File: src/rtl/pit_chan_pkg.sv
package pit_chan_pkg;

  // Strobes from the control half to the datapath half, one cycle each
  typedef struct packed {
    logic reload;    // take loadValue as new reload value and restart
    logic restart;   // restart from the stored reload value
    logic advance;   // count one tick
    logic periodic;  // wrap the phase at the reload value
  } chanStrobe_t;

  localparam logic [2:0] MODE_RESET = 3'd3;

endpackage

File: src/rtl/pit_chan_ctrl.sv
module pit_chan_ctrl
  import pit_chan_pkg::*;
#(
  parameter bit GATE_RST = 1'b1
) (
  input  logic        clk,
  input  logic        rstN,
  input  logic        tickEn,
  input  logic        gateIn,
  input  logic        loadStrobe,
  input  logic        modeWr,
  input  logic [2:0]  modeCode,
  output chanStrobe_t strobe,
  output logic [2:0]  modeEff
);

  logic [2:0] modeReg;
  logic       gatePrev;
  logic       gateRise;
  logic       gateHolds;   // gate level suspends counting
  logic       gateRetrig;  // gate edge restarts counting
  logic       restartNow;

  always_ff @(posedge clk) begin
    if (!rstN) begin
      modeReg  <= MODE_RESET;
      gatePrev <= GATE_RST;
    end else begin
      gatePrev <= gateIn;
      if (modeWr) modeReg <= modeCode;
    end
  end

  // codes 6 and 7 fold onto 2 and 3
  assign modeEff    = {modeReg[2] & ~modeReg[1], modeReg[1:0]};
  assign gateRise   = gateIn & ~gatePrev;
  assign gateHolds  = (modeEff == 3'd0) || (modeEff == 3'd4);
  assign gateRetrig = !gateHolds;
  assign restartNow = !loadStrobe && (modeWr || (gateRise && gateRetrig));

  always_comb begin
    strobe          = '0;
    strobe.reload   = loadStrobe;
    strobe.restart  = restartNow;
    strobe.advance  = tickEn && !loadStrobe && !restartNow && (!gateHolds || gateIn);
    strobe.periodic = modeReg[1];
  end

endmodule

File: src/rtl/pit_chan_datapath.sv
module pit_chan_datapath
  import pit_chan_pkg::*;
#(
  parameter int CNT_W = 16
) (
  input  logic              clk,
  input  logic              rstN,
  input  chanStrobe_t       strobe,
  input  logic [CNT_W-1:0]  loadValue,
  output logic [CNT_W:0]    reloadVal,
  output logic [CNT_W:0]    phase,
  output logic              started,
  output logic              pastTerm,
  output logic [CNT_W-1:0]  downCnt
);

  localparam int PW = CNT_W + 1;
  localparam logic [PW-1:0] FULL = {1'b1, {CNT_W{1'b0}}};
  localparam logic [PW-1:0] ONE  = PW'(1);

  logic [PW-1:0] loadN;
  logic [PW-1:0] phaseInc;

  assign loadN    = (loadValue == '0) ? FULL : {1'b0, loadValue};
  assign phaseInc = phase + ONE;

  always_ff @(posedge clk) begin
    if (!rstN) begin
      reloadVal <= FULL;
      phase     <= '0;
      started   <= 1'b0;
      pastTerm  <= 1'b0;
      downCnt   <= '0;
    end else if (strobe.reload) begin
      reloadVal <= loadN;
      phase     <= '0;
      started   <= 1'b0;
      pastTerm  <= 1'b0;
      downCnt   <= loadValue;
    end else if (strobe.restart) begin
      phase     <= '0;
      started   <= 1'b0;
      pastTerm  <= 1'b0;
      downCnt   <= reloadVal[CNT_W-1:0];
    end else if (strobe.advance) begin
      started <= 1'b1;
      downCnt <= downCnt - 1'b1;
      if (strobe.periodic) begin
        phase <= (phaseInc == reloadVal) ? '0 : phaseInc;
      end else if (phase == reloadVal) begin
        pastTerm <= 1'b1;
      end else begin
        phase <= phaseInc;
      end
    end
  end

endmodule

File: src/rtl/pit_chan_wave.sv
module pit_chan_wave #(
  parameter int CNT_W = 16
) (
  input  logic [2:0]        modeEff,
  input  logic [CNT_W:0]    reloadVal,
  input  logic [CNT_W:0]    phase,
  input  logic              started,
  input  logic              pastTerm,
  input  logic [CNT_W-1:0]  downCnt,
  output logic [CNT_W-1:0]  countOut,
  output logic              outLevel
);

  localparam int EW = CNT_W + 2;

  logic [EW-1:0] nExt;
  logic [EW-1:0] pExt;
  logic [EW-1:0] halfHi;
  logic [EW-1:0] dbl;
  logic [EW-1:0] fold;
  logic          termHit;

  assign nExt    = {1'b0, reloadVal};
  assign pExt    = {1'b0, phase};
  assign halfHi  = (nExt + EW'(1)) >> 1;
  assign dbl     = {phase, 1'b0};
  assign fold    = (dbl >= nExt) ? (dbl - nExt) : dbl;
  assign termHit = (phase == reloadVal);

  always_comb begin
    countOut = downCnt;
    outLevel = 1'b0;
    case (modeEff)
      3'd0: outLevel = termHit;
      3'd1: outLevel = !termHit;
      3'd2: begin
        outLevel = (phase == '0) && started;
        countOut = CNT_W'(nExt - pExt);
      end
      3'd3: begin
        outLevel = (pExt < halfHi);
        countOut = CNT_W'(nExt - fold);
      end
      default: outLevel = termHit && !pastTerm;
    endcase
  end

endmodule

File: src/rtl/pit_chan_top.sv
module pit_chan_top
  import pit_chan_pkg::*;
#(
  parameter int CNT_W    = 16,
  parameter int CHAN_IDX = 0
) (
  input  logic              clk,
  input  logic              rstN,
  input  logic              tickEn,
  input  logic              gateIn,
  input  logic              loadStrobe,
  input  logic [CNT_W-1:0]  loadValue,
  input  logic              modeWr,
  input  logic [2:0]        modeCode,
  output logic [CNT_W-1:0]  countOut,
  output logic              outLevel
);

  localparam bit GATE_RST = (CHAN_IDX != 2);

  chanStrobe_t      strobe;
  logic [2:0]       modeEff;
  logic [CNT_W:0]   reloadVal;
  logic [CNT_W:0]   phase;
  logic             started;
  logic             pastTerm;
  logic [CNT_W-1:0] downCnt;

  pit_chan_ctrl #(.GATE_RST(GATE_RST)) ctrl_i (
    .clk        (clk),
    .rstN       (rstN),
    .tickEn     (tickEn),
    .gateIn     (gateIn),
    .loadStrobe (loadStrobe),
    .modeWr     (modeWr),
    .modeCode   (modeCode),
    .strobe     (strobe),
    .modeEff    (modeEff)
  );

  pit_chan_datapath #(.CNT_W(CNT_W)) dp_i (
    .clk       (clk),
    .rstN      (rstN),
    .strobe    (strobe),
    .loadValue (loadValue),
    .reloadVal (reloadVal),
    .phase     (phase),
    .started   (started),
    .pastTerm  (pastTerm),
    .downCnt   (downCnt)
  );

  pit_chan_wave #(.CNT_W(CNT_W)) wave_i (
    .modeEff   (modeEff),
    .reloadVal (reloadVal),
    .phase     (phase),
    .started   (started),
    .pastTerm  (pastTerm),
    .downCnt   (downCnt),
    .countOut  (countOut),
    .outLevel  (outLevel)
  );

endmodule

File: config.mk
export PLATFORM = sky130hd
export DESIGN_NAME = pit_chan_top
export DESIGN_NICKNAME = d
export VERILOG_FILES = /design/src/rtl/pit_chan_pkg.sv /design/src/rtl/pit_chan_ctrl.sv /design/src/rtl/pit_chan_datapath.sv /design/src/rtl/pit_chan_wave.sv /design/src/rtl/pit_chan_top.sv
export SDC_FILE = /design/constraint.sdc
export NUM_CORES = 1
export LEC_CHECK = 0
export CAP_MARGIN = 20
export CELL_PAD_IN_SITES_DETAIL_PLACEMENT = 0
export CELL_PAD_IN_SITES_GLOBAL_PLACEMENT = 1
export CORE_MARGIN = 8
export CORE_UTILIZATION = 41
export DETAILED_ROUTE_END_ITERATION = 12
export HOLD_SLACK_MARGIN = 0.05
export PLACE_DENSITY_LB_ADDON = 0.1
export REMOVE_ABC_BUFFERS = 1
export SLEW_MARGIN = 25
export SYNTH_ARGS = -nofsm -noshare
export SYNTH_HDL_FRONTEND = slang
export SYNTH_SLANG_ARGS = --single-unit
export TNS_END_PERCENT = 10
File: constraint.sdc
create_clock -name clk -period 5.8 [get_ports clk]
set_input_delay 0.58 -clock clk [delete_from_list [all_inputs] [get_ports clk]]
set_output_delay 0.58 -clock clk [all_outputs]
set_load 0.05 [all_outputs]
==> flow_summary.json, run 1 <==
{
  "tritoncts": "built",
  "drt_wl_total_um": 19800,
  "peakVddDrop_v": 0.000128,
  "outcome": "finished, final reports clean",
  "startpoint": "dp_i.reloadVal[0]",
  "drtAntennaViolNets": 0,
  "grt-ovfl-total": 0,
  "io_buffer_count": 41,
  "pre_cts_slack_ns": 0.112,
  "layout_commonest_cell": "nand2_1",
  "final_core_util_pct": 50.2,
  "yosysWarnings": 0,
  "fin_crit_sh_pct": 95.3,
  "numCtsBuffers": 5,
  "gp_congestion": 0.915,
  "antenna_found_initial": 0,
  "fin_skew_ns": 0.00862,
  "vias": 6031,
  "leakagePower_uw": 0.00293,
  "syn_inst": 794,
  "timing.final.hold_violations": 0,
  "netlist_area_um2": 6110,
  "cp-end-kind": "primary output",
  "slowest_delay_ns": 0.39,
  "path_clk_slew_ns": 0.07,
  "yosys_register_bits": 56,
  "max_slew.worst_pin.slew_ns": 0.953,
  "first_global_vias": 5901,
  "ioPinCount": 42,
  "start_util_pct": 42.0,
  "cp_cell_sequence": "inv_1 -> fa_2 -> a211oi_2 -> o21ai_1 -> a21oi_2 -> o21ai_1 -> a21oi_2 -> nand2_2 -> buf_6 -> a211oi_1 -> a21oi_1 -> ha_1 -> buf_4 -> a21o_1 -> a21oi_2 -> o21bai_1 -> a2111oi_1 -> buf_4 -> o311ai_1 -> a31oi_1 -> o21ba_2 -> xor2_1 -> mux2i_2 -> buf_12",
  "layout_common_cells": "nand2_1, nor2_1, buf_4, dfxtp_1, a21oi_1",
  "synth_area_per_cell_um2": 7.69,
  "insertion_delay_ns": 0.31,
  "synthArstFlopShare_pct": 0,
  "dp.cells": 1016,
  "ys_seq_area_share_pct": 18.4,
  "yosysTopAreaCell": "dfxtp_1",
  "grt_usage_pct": 20.1,
  "crit_path_frequent_cell": "a21oi_2",
  "grt_max_degree": 42,
  "min_from": "dp_i.started",
  "htreeDepth": 2,
  "die_y_um": 138,
  "synth.distinct_cells": 80,
  "diodes": 0,
  "synth-edff-count": 0,
  "yosys-top-cells-area": "dfxtp_1, ha_1, xnor2_1",
  "die_area_um2": 19100,
  "dp_hpwl_um": 15500,
  "power.density_nw_per_um2": 195,
  "layout-drive-gt1-share_pct": 16.7,
  "drc": 0,
  "synth_top_area_share_pct": 18.4,
  "finalNonFillerCells": 1040,
  "postCtsHoldBufs": 0,
  "crit_fanout": 5,
  "hold_ws_ns": 0.499,
  "ctsLongestPathBuffers": 2,
  "root_buffer": "clkbuf_16",
  "area_delta_synth_final_pct": 19.4,
  "arrival_ns": 4.95,
  "grt_first_pass_wirelength_um": 31500,
  "worst_slack_ns": 0.273,
  "hold_path_class": "register to register",
  "wl_per_cell_um": 19.1,
  "finalSetupViolations": 0,
  "first_iter_violations": 474,
  "worstSetupPathType": "register to primary output",
  "drv_cap": 0,
  "cp_slowest_cell": "fa_2",
  "cp-start-kind": "register",
  "drv_slew": 0,
  "die_x_um": 138,
  "finish.net_count": 934,
  "core_um2": 14500,
  "r2r_start": "dp_i.phase[1]",
  "slew_headroom_pct": 36.5,
  "viasPerCell": 5.80,
  "drt_first_pass_iters": 5,
  "synth_flop_cell": "dfxtp_1",
  "placement_rows": 44,
  "clock-sinks": 56,
  "layout_min_cycle_time_ns": 5.53,
  "fmaxAchievable_mhz": 181,
  "required_ns": 5.22
}
[cell usage after synthesis, drive strengths merged (19+ instances only)]
master and instances:
ha 52, dfxtp 56, nand4 19, nand3 24, buf 25, nor2 67, xor2 30, a21oi 58
nor3 22, clkbuf 25, mux2i 27, inv 35, nor2b 19, o21ai 39, nand2 70, xnor2 51
[path summary, 6_finish.rpt]
| check | endpoint | slack, ns | depth (start not counted) |
|---|---|---|---|
| setup / recovery | countOut[14] | 0.27 | 24 |
| hold / removal | dp_i.started | 0.50 | 2 |
| setup reg to reg | dp_i.phase[2] | 2.34 | 11 |
| hold reg to reg | dp_i.started | 0.50 | 2 |
[per-stage QoR]
step	instance area [um^2]	setup TNS, ns	power [uW]
global route	7300	-0.00418	1490
CTS	7220	0	1420
floorplan	5850	-0.643	819
global placement	6940	0	1060
detailed placement	6950	0	1060
finish	7300	0	1420
[sequential cells by signal, summed over array words and instances (netlist names)]
name / flops
ctrl_i.gatePrev: 1
ctrl_i.modeReg: 3
dp_i.downCnt: 16
dp_i.pastTerm: 1
dp_i.phase: 17
dp_i.reloadVal: 17
dp_i.started: 1
[power breakdown]
part	total [uW]	internal, uW	switching, uW
registers	421	403	17.9
logic	666	297	369
clock network	333	173	159
total	1420	873	546
[critical path: cells and delay by family, from the launching register on]
kind	cells	cell delay (ns)
AOI/OAI and AO/OA	14	2.38
adders and majority gates	2	0.76
buffers and inverters	5	0.73
DFF	1	0.33
muxes	1	0.23
and+or+nand+nor	1	0.13
xor gates and xnor gates	1	0.06
[layer usage]
layer	routed length, um	GRT usage [%]	vias up
li1	-	-	2975
met3	890	2.53	27
met4	497	7.27	0
met1	9560	27.0	2866
met2	8880	32.1	163
met5	0	0	-
[cell families (layout without fill, tap and decap cells)]
group | after synthesis | count (layout) | synth area share (%)
buffers and inverters | 85 | 147 | 6.45
XOR/XNOR | 81 | 81 | 12.0
adder cells (fa/ha/maj) | 54 | 54 | 11.3
multiplexers | 35 | 35 | 5.90
AO/OA/AOI/OAI | 204 | 204 | 22.7
flip-flops | 56 | 56 | 18.4
AND/OR/NAND/NOR | 279 | 279 | 23.2
[layout make-up]
type	instances	area (um^2)
inverters	35	131
flip-flops and latches	56	1120
fillers	1436	7240
well taps	184	230
repair buffers	104	987
multi-input cells	653	4670
clock inverters	1	7.51
clock buffers	7	143
[timing repair]
item | 4_1_cts | 5_1_grt
setup endpoints to repair | 3 | 5
gates resized for setup | 8 | 19
setup buffers | 14 | 2
pin swaps | 9 | 15
Power figures use the tool's default switching activity.
==> run 2, diff against run 1 <==
--- a/config.mk
+++ b/config.mk
@@ -9,7 +9,7 @@
 export CELL_PAD_IN_SITES_DETAIL_PLACEMENT = 0
 export CELL_PAD_IN_SITES_GLOBAL_PLACEMENT = 1
 export CORE_MARGIN = 8
-export CORE_UTILIZATION = 41
+export CORE_UTILIZATION = 35
 export DETAILED_ROUTE_END_ITERATION = 12
 export HOLD_SLACK_MARGIN = 0.05
 export PLACE_DENSITY_LB_ADDON = 0.1
==> run 2 against run 1 <==
Net effect:
- global-route usage decreased by 1.0 points
- non-clock buffer count is 10 higher
- clock skew up 0.00073 ns
- hold slack improved by 0.0029 ns
- clock-buffer cell count down 1
- critical path type unchanged
- largest power group unchanged
==> flow_summary.json, run 2 (same netlist as run 1, synthesis figures left out) <==
{
  "outcome": "finished, final reports clean",
  "drt_wl_total_um": 20900,
  "first_iter_violations": 433,
  "htreeDepth": 2,
  "n_fill_cell": 1777,
  "drv_slew": 0,
  "grt_first_pass_wirelength_um": 33100,
  "die_area_um2": 21900,
  "max_slew.worst_pin.slew_ns": 0.946,
  "drt_first_pass_iters": 5,
  "regArea_um2": 1120,
  "worstSetupPathType": "register to primary output",
  "ctsLongestPathBuffers": 2,
  "die_y_um": 148,
  "insertion_delay_ns": 0.31,
  "first_global_vias": 6013,
  "fin_skew_ns": 0.00935,
  "ioPinCount": 42,
  "root_buffer": "clkbuf_16",
  "peakVddDrop_v": 0.000115,
  "leakagePower_uw": 0.00298,
  "numCtsBuffers": 5,
  "timing.final.hold_violations": 0,
  "finalNonFillerCells": 1090,
  "postCtsHoldBufs": 0,
  "cp-start-kind": "register",
  "crit_fanout": 7,
  "hold_path_class": "register to register",
  "required_ns": 5.22,
  "slew_headroom_pct": 36.9,
  "rrSetupSlack_ns": 2.53,
  "clock-sinks": 56,
  "multiInputGateArea_um2": 4780,
  "layout_common_cells": "buf_4, nand2_1, nor2_1, dfxtp_1, xnor2_1",
  "tritoncts": "built",
  "cp_slowest_cell": "a2111oi_1",
  "hold_ws_ns": 0.502,
  "path_clk_slew_ns": 0.08,
  "area_delta_synth_final_pct": 23.1,
  "path_delay_family": "compound AO/OA/AOI/OAI gates",
  "io_buffer_count": 41,
  "layout_commonest_cell": "buf_4",
  "fmaxAchievable_mhz": 179,
  "largestRegisters": "dp_i.phase x17, dp_i.reloadVal x17, dp_i.downCnt x16",
  "cp.buffers_inverters": 2,
  "placement_rows": 48,
  "power.density_nw_per_um2": 190,
  "drc": 0,
  "gp_congestion": 0.931,
  "finalSetupViolations": 0,
  "dp_hpwl_um": 16300,
  "fin_crit_sh_pct": 96.1,
  "die_x_um": 148,
  "start_util_pct": 35.6,
  "cp_cell_sequence": "inv_1 -> fa_2 -> a211oi_2 -> o21ai_1 -> a21oi_1 -> o21ai_1 -> a21oi_2 -> nand2_4 -> mux2i_1 -> nor2_1 -> a21oi_1 -> ha_1 -> a2111oi_1 -> nand2_1 -> a221o_2 -> a2111oi_4 -> o21a_1 -> a311o_1 -> o21ba_1 -> a221o_1 -> buf_12",
  "layout-drive-gt1-share_pct": 18.0,
  "cp-end-kind": "primary output",
  "viasPerCell": 5.55,
  "arrival_ns": 4.99,
  "wl_per_cell_um": 19.2,
  "dp.cells": 1060,
  "vias": 6047,
  "core_um2": 17200,
  "grt_max_degree": 42,
  "slowest_delay_ns": 0.43,
  "drv_cap": 0,
  "diodes": 0,
  "grt-ovfl-total": 0,
  "grt_usage_pct": 19.1,
  "rsz0062_at_grt": "yes",
  "antenna_found_initial": 0,
  "layout_min_cycle_time_ns": 5.57,
  "finish.net_count": 944,
  "drtAntennaViolNets": 0
}
## run 2: metrics by stage
stage / worst slack, ns / setup TNS (ns) / util (%) / total power (uW) / cell area, um^2
floorplan: -0.297 / -0.643 / - / 819 / 5850
global placement: 0.175 / 0 / 40.9 / 1070 / 7030
detailed placement: 0.0835 / 0 / 40.9 / 1070 / 7030
CTS: 0.00225 / 0 / 42.8 / 1420 / 7350
global route: -0.00197 / -0.00197 / 43.8 / 1510 / 7520
finish: 0.226 / 0 / 43.8 / 1430 / 7520
## run 2: timing repair
action	CTS	global route
gates cloned	0	0
gates resized for setup	9	23
endpoints found under the hold margin	0	0
pin swaps	8	14
endpoints found under the setup margin	4	7
setup buffers	22	1
## run 2: worst register-to-register path, cell delays in order, from the launching register on
cell	delay, ns
dfxtp_1	0.36
buf_4	0.21
ha_1	0.23
nand3_1	0.23
nor3_1	0.60
nand3_1	0.17
xor2_1	0.24
nand4_1	0.13
nor4b_1	0.44
o2111a_1	0.32
a21oi_1	0.06
a31o_1	0.18
## run 2: final timing paths
check | from | cells past startpoint | endpoint
setup / recovery | dp_i.reloadVal[0] | 21 | countOut[15]
hold / removal | dp_i.started | 2 | dp_i.started
hold reg to reg | dp_i.started | 2 | dp_i.started
setup reg to reg | dp_i.phase[0] | 11 | dp_i.phase[14]
## run 2: final cells by class
| cell class | instances | area share (%) |
|---|---|---|
| multi-input combinational | 653 | 63.6 |
| clock buffer | 6 | 1.71 |
| tap | 225 | 3.74 |
| sequential | 56 | 14.9 |
| clock inverter | 1 | 0.0666 |
| inverter | 35 | 1.75 |
| timing repair buffer | 114 | 14.2 |
## run 2: per-layer routing
layer / vias up / global-route usage, % / share of wire [%] / wire length (um)
met4: 0 / 5.51 / 2.5 / 516
met5: - / 0 / 0 / 0
met2: 136 / 30.3 / 44 / 9290
li1: 2992 / - / - / -
met3: 29 / 2.70 / 3.7 / 778
met1: 2890 / 26.2 / 49 / 10300
## run 2: report_power, final
group / switching [uW] / internal [uW] / leakage (uW)
clock: 158 / 158 / 0.0000667
sequential: 17.0 / 403 / 0.000459
combinational: 379 / 312 / 0.00246
total: 554 / 873 / 0.00298
==> run 3, diff against run 2 <==
--- a/config.mk
+++ b/config.mk
@@ -5,9 +5,10 @@
 export SDC_FILE = /design/constraint.sdc
 export NUM_CORES = 1
 export LEC_CHECK = 0
-export CAP_MARGIN = 20
+export ABC_CLOCK_PERIOD_IN_PS = 5800
 export CELL_PAD_IN_SITES_DETAIL_PLACEMENT = 0
 export CELL_PAD_IN_SITES_GLOBAL_PLACEMENT = 1
+export CORE_ASPECT_RATIO = 1.5
 export CORE_MARGIN = 8
 export CORE_UTILIZATION = 35
 export DETAILED_ROUTE_END_ITERATION = 12
==> run 3 against run 2 <==
Net effect:
- non-clock buffer count fell by 13
- fmax rose by 1.3%
- routed wire length rose by 3.6%
- die area rose by 0.40%
- hold slack improved by 0.0018 ns
- total power rose by 2.3%
- flip-flop and latch count did not move
- clock skew rose by 0.00087 ns
- register-to-register slack got worse by 0.41 ns
- clock power rose by 18%
- sequential share of layout area rose by 0.33 points
- critical path type unchanged
- critical endpoint unchanged
==> flow_summary.json, run 3 (same netlist as run 1, synthesis figures left out) <==
{
  "outcome": "finished, final reports clean",
  "first_global_vias": 6134,
  "required_ns": 5.22,
  "grt_usage_pct": 19.9,
  "crit_path_frequent_cell": "a21oi_2",
  "tns_ns": 0,
  "ioPinCount": 42,
  "layout_common_cells": "nand2_1, nor2_1, buf_4, dfxtp_1",
  "cp.buffers_inverters": 2,
  "hold_path_class": "register to register",
  "root_buffer": "clkbuf_16",
  "timing.final.hold_violations": 0,
  "worstSetupPathType": "register to primary output",
  "cp_cell_sequence": "inv_1 -> fa_2 -> a211oi_4 -> o21ai_2 -> a21oi_2 -> o21ai_1 -> a21oi_2 -> nand2_2 -> mux2i_1 -> nor2_1 -> a21oi_2 -> ha_1 -> a2111oi_2 -> nand2_1 -> a221o_2 -> a2111oi_4 -> nor2_2 -> a311o_1 -> o21ba_1 -> a221o_1 -> buf_12",
  "postCtsHoldBufs": 0,
  "cp-start-kind": "register",
  "insertion_delay_ns": 0.31,
  "drt_wl_total_um": 21600,
  "placement_rows": 59,
  "layout-drive-gt1-share_pct": 17.0,
  "finalSetupViolations": 0,
  "crit_fanout": 6,
  "min_from": "dp_i.started",
  "drv_slew": 0,
  "clock-sinks": 56,
  "largestRegisters": "dp_i.phase x17, dp_i.reloadVal x17, dp_i.downCnt x16",
  "fin_crit_sh_pct": 94.9,
  "core_um2": 17200,
  "max_slew.worst_pin.slew_ns": 0.827,
  "peakVddDrop_v": 0.000134,
  "hold_ws_ns": 0.503,
  "start_util_pct": 35.5,
  "vias": 5978,
  "htreeDepth": 2,
  "wl_per_cell_um": 20.3,
  "antenna_found_initial": 0,
  "viasPerCell": 5.61,
  "grt.busiest_layer": "met2",
  "path_clk_slew_ns": 0.08,
  "dp_hpwl_um": 17300,
  "rsz0062_at_grt": "yes",
  "die_x_um": 124,
  "first_iter_violations": 340,
  "arrival_ns": 4.93,
  "drc": 0,
  "ctsLongestPathBuffers": 2,
  "gp_congestion": 0.920,
  "path_delay_family": "compound AO/OA/AOI/OAI gates",
  "die_area_um2": 22000,
  "drtAntennaViolNets": 0,
  "met2_usage_pct": 36.9,
  "numCtsBuffers": 5,
  "area_delta_synth_final_pct": 20.4,
  "slowest_delay_ns": 0.40,
  "cp_slowest_cell": "a221o_2",
  "grt-ovfl-total": 0,
  "cp-end-kind": "primary output",
  "slew_headroom_pct": 44.3,
  "r2r_start": "dp_i.phase[0]",
  "leakagePower_uw": 0.00294,
  "fin_skew_ns": 0.0102,
  "grt_max_degree": 41,
  "power.density_nw_per_um2": 198,
  "drt_first_pass_iters": 5,
  "io_buffer_count": 41,
  "die_y_um": 178,
  "grt_use_met3_pct": 1.72,
  "startpoint": "dp_i.reloadVal[1]",
  "dp.cells": 1048,
  "grt_first_pass_wirelength_um": 33600,
  "diodes": 0,
  "layout_commonest_cell": "nand2_1",
  "finish.net_count": 931,
  "finalNonFillerCells": 1066,
  "layout_min_cycle_time_ns": 5.51,
  "drv_cap": 0,
  "tritoncts": "built",
  "fmaxAchievable_mhz": 182,
  "use_met1_pct": 22.9
}
## run 3: final timing paths
check	endpoint	slack [ns]	cells past startpoint
max	countOut[15]	0.29	21
max reg2reg	dp_i.phase[3]	2.12	11
min	dp_i.started	0.50	2
min reg2reg	dp_i.started	0.50	2
## run 3: through the flow
step	power, uW	instance area, um^2	worst slack (ns)	util, %
after detailed placement	1070	7000	0.0596	40.7
after floorplan	819	5850	-0.297	-
final	1460	7360	0.295	42.8
after CTS	1460	7280	0.0198	42.3
after global placement	1070	6990	0.126	40.7
after global routing	1530	7360	-0.0217	42.8
## run 3: final cells by class
type,count,area [um^2]
clock inverter,3,46.3
multi-input combinational,653,4710
timing repair buffer,101,956
clock buffer,5,125
tap,213,267
inverter,35,131
sequential,56,1120
fill,1764,9840
## run 3: power by group
group          internal [uW]  switching [uW]
clock                    206             169
combinational            294             371
sequential               403            17.9
## run 3: repair_timing
item / 4_1_cts / 5_1_grt
buffers inserted: 10 / 0
resized for setup: 13 / 19
pin swaps: 9 / 10
endpoints found under the setup margin: 5 / 7
## run 3: routing by layer
layer	wire, um	part of all wire, %	vias up
met1	9100	42	2859
met3	520	2.4	29
met5	0	0	-
li1	-	-	2972
met2	11400	53	118
met4	597	2.8	0
## run 3: worst register-to-register path: cells and delay by family (launching register included)
| kind | cells | cell delay (ns) |
|---|---|---|
| AOI/OAI and AO/OA | 5 | 1.57 |
| and+or+nand+nor | 4 | 1.16 |
| DFF | 1 | 0.37 |
| adders and majority gates | 1 | 0.23 |
| buffers and inverters | 1 | 0.21 |
